**src/rtl/intc_pkg.sv**
```systemverilog
package intc_pkg;
  localparam int ADDR_W   = 8;
  localparam int DATA_W   = 32;
  localparam int CFG_BASE = 32;

  localparam logic [ADDR_W-1:0] ADDR_PEND     = 8'd0;
  localparam logic [ADDR_W-1:0] ADDR_SWSET    = 8'd1;
  localparam logic [ADDR_W-1:0] ADDR_SWCLR    = 8'd2;
  localparam logic [ADDR_W-1:0] ADDR_MASK_IRQ = 8'd3;
  localparam logic [ADDR_W-1:0] ADDR_VEC_IRQ  = 8'd5;
endpackage

```
**src/rtl/intc_src_stage.sv**
```systemverilog
module intc_src_stage #(
  parameter int PRIO_W = 4
) (
  input  logic              clk,
  input  logic              rst_n,
  input  logic              req_i,
  input  logic              cfg_we,
  input  logic [PRIO_W+1:0] cfg_wdata,
  input  logic              sw_set,
  input  logic              sw_clr,
  output logic              en_o,
  output logic              tgt_o,
  output logic [PRIO_W-1:0] prio_o,
  output logic              sw_o,
  output logic              pend_o
);
  logic hw_q;

  always_ff @(posedge clk or negedge rst_n) begin
    if (!rst_n) begin
      hw_q   <= 1'b0;
      en_o   <= 1'b0;
      tgt_o  <= 1'b0;
      prio_o <= '0;
      sw_o   <= 1'b0;
    end else begin
      hw_q <= req_i;
      if (cfg_we) {en_o, tgt_o, prio_o} <= cfg_wdata;
      if (sw_set)      sw_o <= 1'b1;
      else if (sw_clr) sw_o <= 1'b0;
    end
  end

  assign pend_o = hw_q | sw_o;
endmodule

```
**src/rtl/intc_target_arb.sv**
```systemverilog
module intc_target_arb #(
  parameter int N_SRC  = 29,
  parameter int PRIO_W = 4,
  parameter bit TGT    = 1'b0,
  localparam int IDX_W = $clog2(N_SRC + 1)
) (
  input  logic                          clk,
  input  logic                          rst_n,
  input  logic [N_SRC:1]                pend_i,
  input  logic [N_SRC:1]                en_i,
  input  logic [N_SRC:1]                tgt_i,
  input  logic [N_SRC:1][PRIO_W-1:0]    prio_i,
  input  logic [PRIO_W-1:0]             mask_i,
  output logic [IDX_W-1:0]              win_o,
  output logic                          line_o
);
  logic [PRIO_W-1:0] best_p;
  logic [IDX_W-1:0]  best_i;

  // Ascending scan with strict compare: the lowest number keeps a tie.
  always_comb begin
    best_p = mask_i;
    best_i = '0;
    for (int i = 1; i <= N_SRC; i++) begin
      if (pend_i[i] && en_i[i] && (tgt_i[i] == TGT) && (prio_i[i] > best_p)) begin
        best_p = prio_i[i];
        best_i = IDX_W'(i);
      end
    end
  end

  always_ff @(posedge clk or negedge rst_n) begin
    if (!rst_n) begin
      win_o  <= '0;
      line_o <= 1'b0;
    end else begin
      win_o  <= best_i;
      line_o <= (best_i != '0);
    end
  end
endmodule

```
**src/rtl/dual_target_intc.sv**
```systemverilog
module dual_target_intc
  import intc_pkg::*;
#(
  parameter int N_SRC  = 29,
  parameter int PRIO_W = 4
) (
  input  logic              clk,
  input  logic              rst_n,
  input  logic [N_SRC:1]    req_i,
  input  logic              bus_we,
  input  logic [ADDR_W-1:0] bus_addr,
  input  logic [DATA_W-1:0] bus_wdata,
  output logic [DATA_W-1:0] bus_rdata,
  output logic              irq_o,
  output logic              fiq_o
);
  localparam int IDX_W  = $clog2(N_SRC + 1);
  localparam int VIDX_W = IDX_W + 3;
  localparam int BASE_W = DATA_W - VIDX_W;

  logic [N_SRC:1]             pend_v, sw_v, en_v, tgt_v;
  logic [N_SRC:1][PRIO_W-1:0] prio_v;
  logic [PRIO_W-1:0]          mask_q [2];
  logic [BASE_W-1:0]          base_q [2];
  logic [IDX_W-1:0]           win_q  [2];
  logic [1:0]                 line_q;
  logic [PRIO_W-1:0]          mask_irq, mask_fiq;
  logic [IDX_W-1:0]           win_irq, win_fiq;

  for (genvar i = 1; i <= N_SRC; i++) begin : g_src
    localparam logic [ADDR_W-1:0] MY_ADDR = ADDR_W'(CFG_BASE + i);
    intc_src_stage #(.PRIO_W(PRIO_W)) u_stage (
      .clk       (clk),
      .rst_n     (rst_n),
      .req_i     (req_i[i]),
      .cfg_we    (bus_we && (bus_addr == MY_ADDR)),
      .cfg_wdata (bus_wdata[PRIO_W+1:0]),
      .sw_set    (bus_we && (bus_addr == ADDR_SWSET) && bus_wdata[i]),
      .sw_clr    (bus_we && (bus_addr == ADDR_SWCLR) && bus_wdata[i]),
      .en_o      (en_v[i]),
      .tgt_o     (tgt_v[i]),
      .prio_o    (prio_v[i]),
      .sw_o      (sw_v[i]),
      .pend_o    (pend_v[i])
    );
  end

  always_ff @(posedge clk or negedge rst_n) begin
    if (!rst_n) begin
      for (int t = 0; t < 2; t++) begin
        mask_q[t] <= '0;
        base_q[t] <= '0;
      end
    end else if (bus_we) begin
      for (int t = 0; t < 2; t++) begin
        if (bus_addr == ADDR_MASK_IRQ + ADDR_W'(t)) mask_q[t] <= bus_wdata[PRIO_W-1:0];
        if (bus_addr == ADDR_VEC_IRQ + ADDR_W'(t))  base_q[t] <= bus_wdata[DATA_W-1:VIDX_W];
      end
    end
  end

  for (genvar t = 0; t < 2; t++) begin : g_tgt
    intc_target_arb #(.N_SRC(N_SRC), .PRIO_W(PRIO_W), .TGT(1'(t))) u_arb (
      .clk    (clk),
      .rst_n  (rst_n),
      .pend_i (pend_v),
      .en_i   (en_v),
      .tgt_i  (tgt_v),
      .prio_i (prio_v),
      .mask_i (mask_q[t]),
      .win_o  (win_q[t]),
      .line_o (line_q[t])
    );
  end

  assign irq_o    = line_q[0];
  assign fiq_o    = line_q[1];
  assign mask_irq = mask_q[0];
  assign mask_fiq = mask_q[1];
  assign win_irq  = win_q[0];
  assign win_fiq  = win_q[1];

  always_comb begin
    bus_rdata = '0;
    if (bus_addr == ADDR_PEND) begin
      bus_rdata[N_SRC:0] = {pend_v, 1'b0};
    end else if (bus_addr == ADDR_SWSET) begin
      bus_rdata[N_SRC:0] = {sw_v, 1'b0};
    end
    for (int t = 0; t < 2; t++) begin
      if (bus_addr == ADDR_MASK_IRQ + ADDR_W'(t)) bus_rdata[PRIO_W-1:0] = mask_q[t];
      if (bus_addr == ADDR_VEC_IRQ + ADDR_W'(t))  bus_rdata = {base_q[t], win_q[t], 3'b000};
    end
    for (int i = 1; i <= N_SRC; i++) begin
      if (bus_addr == ADDR_W'(CFG_BASE + i))
        bus_rdata[PRIO_W+1:0] = {en_v[i], tgt_v[i], prio_v[i]};
    end
  end
endmodule

```
**config.mk**
```make
export PLATFORM = sky130hd
export DESIGN_NAME = dual_target_intc
export DESIGN_NICKNAME = d
export VERILOG_FILES = /design/src/rtl/intc_pkg.sv /design/src/rtl/intc_src_stage.sv /design/src/rtl/intc_target_arb.sv /design/src/rtl/dual_target_intc.sv
export SDC_FILE = /design/constraint.sdc
export NUM_CORES = 1
export LEC_CHECK = 0
export ABC_AREA = 1
export BUFFER_PORTS_ARGS = -buffer_cell sky130_fd_sc_hd__buf_2
export CAP_MARGIN = 20
export CORE_ASPECT_RATIO = 0.9
export CORE_UTILIZATION = 29
export DETAILED_ROUTE_END_ITERATION = 10
export PLACE_DENSITY_LB_ADDON = 0.25
export SYNTH_ARGS = -nofsm -noshare
export SYNTH_HDL_FRONTEND = slang
export SYNTH_SLANG_ARGS = --single-unit
export TNS_END_PERCENT = 10
```
**constraint.sdc**
```tcl
create_clock -name clk -period 28.4 [get_ports clk]
set_input_delay 8.52 -clock clk [delete_from_list [all_inputs] [get_ports clk]]
set_output_delay 8.52 -clock clk [all_outputs]
set_load 0.02 [all_outputs]
```
==> results.cfg, run 1 <==
[route]
wl_per_cell_um = 17.2
ant_nets = 0
drt_iter0_drc = 1864
vias_per_cell = 4.80
drt-total-wl_um = 92800
drc_errors = 0
dr.pass1.iters = 5
vias = 25900

[clock_tree]
root_buffer = clkbuf_16
clkTransAtPathRegs_ns = 0.07
cts_tree = built
clk_latency_ns = 0.63
cts_sinks = 300
ctsHoldBuffers = 0
htree_levels = 1
numCtsBuffers = 31
clk_path_buf_depth = 3

[synthesis]
synth_ff_type = dfrtp_1
synth_sequential_area_ratio_pct = 27.7
syn_area_per_cell_um2 = 7.32
synth_nets = 3915
postSynth.asyncResetShare_pct = 100
yosysWarnings = 0
synth_largest_area_cell = dfrtp_1
ys_ff_latch = 300
synthCells = 3699
synth_area_leaders = dfrtp_1 28%, nand2_1 12%, o21ai_0 8.2%
synth_edf_count = 0
yosysTopAreaCellShare_pct = 27.7
syn_area_um2 = 27100
synth_cell_type_count = 52

[cells_and_area]
drive_above_1_share_pct = 33.4
area_growth_syn_to_layout_pct = 24.0
seqCellArea_um2 = 7510
num-fill-cells = 9684
layout.nets = 4358
layout_commonest_cell = nand2_1
multi_input_area_um2 = 18000
final_cell_mix = 786 x nand2_1, 426 x buf_4, 407 x inv_1

[run]
cap_violations = 0

[place]
hpwl_um = 70400
place.gp.congestion = 0.905
port_buffers = 105
post-place-ws_ns = -0.945

[floorplan]
ios = 106
rows = 105
start_util_pct = 29.5
core_um2 = 91800
die-area_um2 = 94700
die_h_um = 292
die_w_um = 324

[timing]
finalMaxSlewViolations = 0
rsz0062_at_grt = true
layout_min_cycle_time_ns = 27.13
fmax_mhz = 36.9
fin_ws_ns = 1.27
hold_viol = 0
min_period_over_period_pct = 95.5
totalNegativeSetupSlack_ns = 0
setup_viol_count_final = 0
finClkSkew_ns = 0.0428
worst_pin_slew_ns = 1.04
slew_headroom_pct = 30.5

[min_path]
min_from = base_q[35]
hp-class = flop to flop

[grt]
grt_pass1_wl_um = 142000
grt_pass1_vias = 24400
antenna_found_initial = 7
grt_max_degree = 102
overflow = 0
groute.usage.overall_pct = 19.1

[worst_setup_path]
r2r_start = g_src[1].u_stage.prio_o[2]
crit_path_top_delay_cell = dfrtp_1
arrival_ns = 27.64
worstSetupEndpointType = flop
r2r_slack_ns = 1.27
worst_ep_required_time_ns = 28.91
critPathKind = flop to flop
critPathLaunchType = flop
startpoint = g_src[1].u_stage.prio_o[2]
crit_path_frequent_cell = nand2_4
path_max_fanout = 10
max_stage_delay_ns = 0.42

[outcome]
status = finished clean

[pwr]
peakVddDrop_mv = 0.0512
leakagePower_nw = 15.9
p_per_area_nw_per_um2 = 34.0
[timing repair]
action / in CTS / in global routing
gates resized for setup: 83 / 258
buffers inserted: 12 / 90
pin swaps: 92 / 250
endpoints found under the setup margin: 12 / 12
cloned: 1 / 2
endpoints found under the hold margin: 0 / 0
[kinds of logic (layout without fill, tap and decap cells)]
group	Yosys count	after routing	share of synthesized area [%]
compound gates	690	690	14.6
fa+ha+maj	144	144	6.65
buf+inv	589	1053	10.4
flops	300	300	27.7
mux	4	4	0.148
other cells	0	1	0
simple gates	1972	1975	40.5
[area by class of cell]
type,count,area share [%]
diodes,1,0.00745
clock buffers,44,2.63
clock inverters,13,0.305
inverters,457,5.12
multi-input cells,2813,53.6
flip-flops and latches,300,22.3
well taps,1230,4.58
repair buffers,539,11.4
[per-layer routing]
layer / global-route usage [%] / share of wire [%]
met1: 27.8 / 48
met2: 29.3 / 43
met3: 3.55 / 6.5
met4: 3.16 / 1.7
met5: 0 / 0
[stage by stage]
stage / hold WS (ns) / total power [mW] / instance area (um2) / cells / utilization [%]
2_1_floorplan: 0.453 / 0.618 / 27100 / 3699 / -
3_3_place_gp: 0.466 / 0.706 / 30600 / 5235 / 33.3
3_5_place_dp: 0.473 / 0.709 / 30600 / 5235 / 33.3
4_1_cts: 0.490 / 1.13 / 31900 / 5305 / 34.7
5_1_grt: 0.506 / 1.20 / 33600 / 5396 / 36.6
6_report: 0.486 / 1.14 / 33600 / 5397 / 36.6
[registers in the layout, indices dropped and copies added (netlist names)]
name and flops:
g_src.u_stage.prio_o 116, g_src.u_stage.en_o 29, base_q 48, g_tgt.u_arb.line_o 2, g_src.u_stage.sw_o 29, mask_irq 4
mask_fiq 4, g_tgt.u_arb.win_o 10, g_src.u_stage.hw_q 29, g_src.u_stage.tgt_o 29
[cells in the mapped netlist, types with 2 or more instances]
master	number
nor2_1	190
clkbuf_1	74
a221oi_1	7
o22ai_1	3
nand2_2	156
o21ai_2	4
inv_1	431
o21bai_2	8
nor2_4	52
o21ai_0	445
clkbuf_8	4
nand2_4	139
a21oi_2	10
a21boi_0	2
o221ai_1	3
dfrtp_1	300
a2111oi_0	2
o21ai_1	7
nand3_4	2
a31oi_1	8
nand3_2	143
nand4_1	43
ha_1	144
mux2i_1	4
o2111ai_1	23
nand3b_1	10
o21a_1	7
nor2_8	8
or2_2	6
nor2_2	40
o2111ai_2	2
o21bai_1	60
buf_12	14
buf_1	6
o211ai_1	17
nand3_1	333
buf_6	11
nand2_1	842
buf_4	6
bufbuf_16	3
buf_8	13
a21oi_1	78
nor3_1	7
inv_2	24
[path summary, 6_finish.rpt]
| kind | end | depth (start not counted) |
|---|---|---|
| max | g_tgt[1].u_arb.line_o | 228 |
| min | base_q[35] | 2 |
| max reg2reg | g_tgt[1].u_arb.line_o | 228 |
| min reg2reg | base_q[35] | 2 |
| max in group asynchronous | g_src[14].u_stage.hw_q | 3 |
| min in group asynchronous | g_src[29].u_stage.sw_o | 1 |
[where the power goes]
group	internal [mW]	total, mW	switching (mW)
logic	0.101	0.251	0.149
clock network	0.225	0.416	0.191
registers	0.447	0.475	0.0278
[critical path: cells and delay by family, from the launching register on]
kind	cells	cell delay (ns)
adders and majority gates	27	8.26
AOI/OAI and AO/OA	46	5.12
DFF	1	0.42
buffers and inverters	40	2.82
and+or+nand+nor	115	10.32
Power figures use the tool's default switching activity.
==> inputs of run 2 (changes only) <==
CELL_PAD_IN_SITES_DETAIL_PLACEMENT = 1   (was not set)
CELL_PAD_IN_SITES_GLOBAL_PLACEMENT = 2   (was not set)
==> run 2 against run 1 <==
Sequential power barely moved. Sequential share of layout area shrank 1.8 points. Die area unchanged. Clock skew decreased by 0.016 ns. First-iteration DRC count is 25% lower. Register-to-register slack lost 0.36 ns. Count of clock-buffer cells in the layout grew 8. Largest cell class unchanged. Largest power group is now the clock network.
==> results.cfg, run 2 (synthesis results as in run 1) <==
[outcome]
status = finished clean

[route]
vias_per_cell = 4.89
dr.pass1.iters = 7
drt_iter0_drc = 1394
vias = 27100
wl_per_cell_um = 19.7
ant_nets = 0
drt-total-wl_um = 109000
drc_errors = 0

[timing]
totalNegativeSetupSlack_ns = 0
layout_min_cycle_time_ns = 27.50
hold_viol = 0
finClkSkew_ns = 0.0272
worst_pin_slew_ns = 0.984
slew_headroom_pct = 34.2
rsz0062_at_grt = true
min_period_over_period_pct = 96.8
finalMaxSlewViolations = 0
fmax_mhz = 36.4
setup_viol_count_final = 0

[clock_tree]
ctsHoldBuffers = 0
htree_levels = 2
cts_tree = built
clk_path_buf_depth = 3
numCtsBuffers = 37
clkTransAtPathRegs_ns = 0.07
clk_latency_ns = 0.57
cts_sinks = 300
root_buffer = clkbuf_16

[run]
cap_violations = 0

[pwr]
seq_power_share_pct = 37.4
leakagePower_nw = 16.6
pwr-share-clk_pct = 39.1
p_per_area_nw_per_um2 = 34.9
peakVddDrop_mv = 0.0401
p_sw_share_pct = 32.0
power.switching_uw = 409
intPower_uw = 869
pwr-share-comb_pct = 23.5
power_mw = 1.28

[grt]
overflow = 0
grt_pass1_wl_um = 162000
grt_pass1_vias = 27200
antenna_found_initial = 4
grt_max_degree = 141
groute.usage.overall_pct = 22.3

[cells_and_area]
stdcell_count = 5543
layout.nets = 4500
largest_reg_flops = 116
layout_commonest_cell = nand2_1
area_growth_syn_to_layout_pct = 35.0
largest_register = g_src.u_stage.prio_o
final_cell_mix = 744 x nand2_1, 540 x buf_4, 380 x inv_1
reg_top3 = g_src.u_stage.prio_o (116), base_q (48)
drive_above_1_share_pct = 40.3
final_util_pct = 39.8

[worst_setup_path]
worst_ep_required_time_ns = 28.91
crit_path_frequent_cell = nand2_4
critPathLaunchType = flop
cp.buffers_inverters = 44
arrival_ns = 28.01
path_depth = 223
worst-r2r-cell-count = 223
max_stage_delay_ns = 0.42
critPathKind = flop to flop
r2r_start = g_src[1].u_stage.prio_o[2]
path_max_fanout = 8
startpoint = g_src[1].u_stage.prio_o[2]
crit_path_top_delay_cell = dfrtp_1
worst_path_dominant_cell_family = simple AND/OR/NAND/NOR gates
worstSetupEndpointType = flop

[floorplan]
core_um2 = 91800
die-area_um2 = 94700
ios = 106
rows = 105
start_util_pct = 29.5
die_w_um = 324
die_h_um = 292

[min_path]
min_from = g_src[16].u_stage.en_o
whs_path_depth = 2
hp-class = flop to flop

[place]
hpwl_um = 80900
port_buffers = 105
placed_cells = 5277
place.gp.congestion = 0.857
## run 2: final timing paths
| check | to | slack [ns] |
|---|---|---|
| worst min register to register | g_src[16].u_stage.en_o | 0.49 |
| worst max-delay path | g_tgt[1].u_arb.win_o[0] | 0.90 |
| worst min-delay path | g_src[16].u_stage.en_o | 0.49 |
| max in group asynchronous | g_src[12].u_stage.prio_o[2] | 18.91 |
| min in group asynchronous | base_q[21] | 8.00 |
| worst max register to register | g_tgt[1].u_arb.win_o[0] | 0.90 |
## run 2: repair_timing
item,4_1_cts,5_1_grt
setup buffers,40,162
cloned,1,4
resized for setup,117,555
pin swaps,126,408
setup endpoints to repair,12,12
## run 2: power by group through the flow
stage          Sequential, mW  Clock (mW)  Combinational, mW
2_1_floorplan           0.469           0              0.149
3_3_place_gp            0.482           0              0.236
3_5_place_dp            0.482           0              0.241
4_1_cts                 0.475       0.516              0.249
5_1_grt                 0.480       0.528              0.335
6_report                0.477       0.500              0.300
## run 2: tightest hold or removal path, delay by kind of cell, from the launching register on
family,cells,cell delay (ns)
DFF,1,0.34
AOI/OAI and AO/OA,1,0.06
and+or+nand+nor,1,0.05
## run 2: layout make-up
cell class                 instances  area (um2)
fill                           11200       55300
multi-input combinational       2815       19600
sequential                       300        7510
timing repair buffer             673        4940
inverter                         457        1730
tap                             1230        1540
clock buffer                      52        1050
clock inverter                    13         175
antenna                            3        7.51
## run 2: layer usage
layer,vias to the layer above,wire (um),GRT usage (%),part of all wire [%]
li1,13400,-,-,-
met1,13200,53900,32.1,49
met2,391,48800,34.9,45
met3,107,4200,3.20,3.8
met4,0,2300,4.81,2.1
met5,-,0,0,0
## run 2: metrics by stage
step,setup slack [ns],instance area (um2),hold slack [ns]
after floorplan,-0.0289,27100,0.453
after global placement,-1.46,31000,0.466
after detailed placement,-1.78,31000,0.473
after CTS,-0.0336,32800,0.487
after global routing,-0.892,36600,0.501
final,0.903,36600,0.486
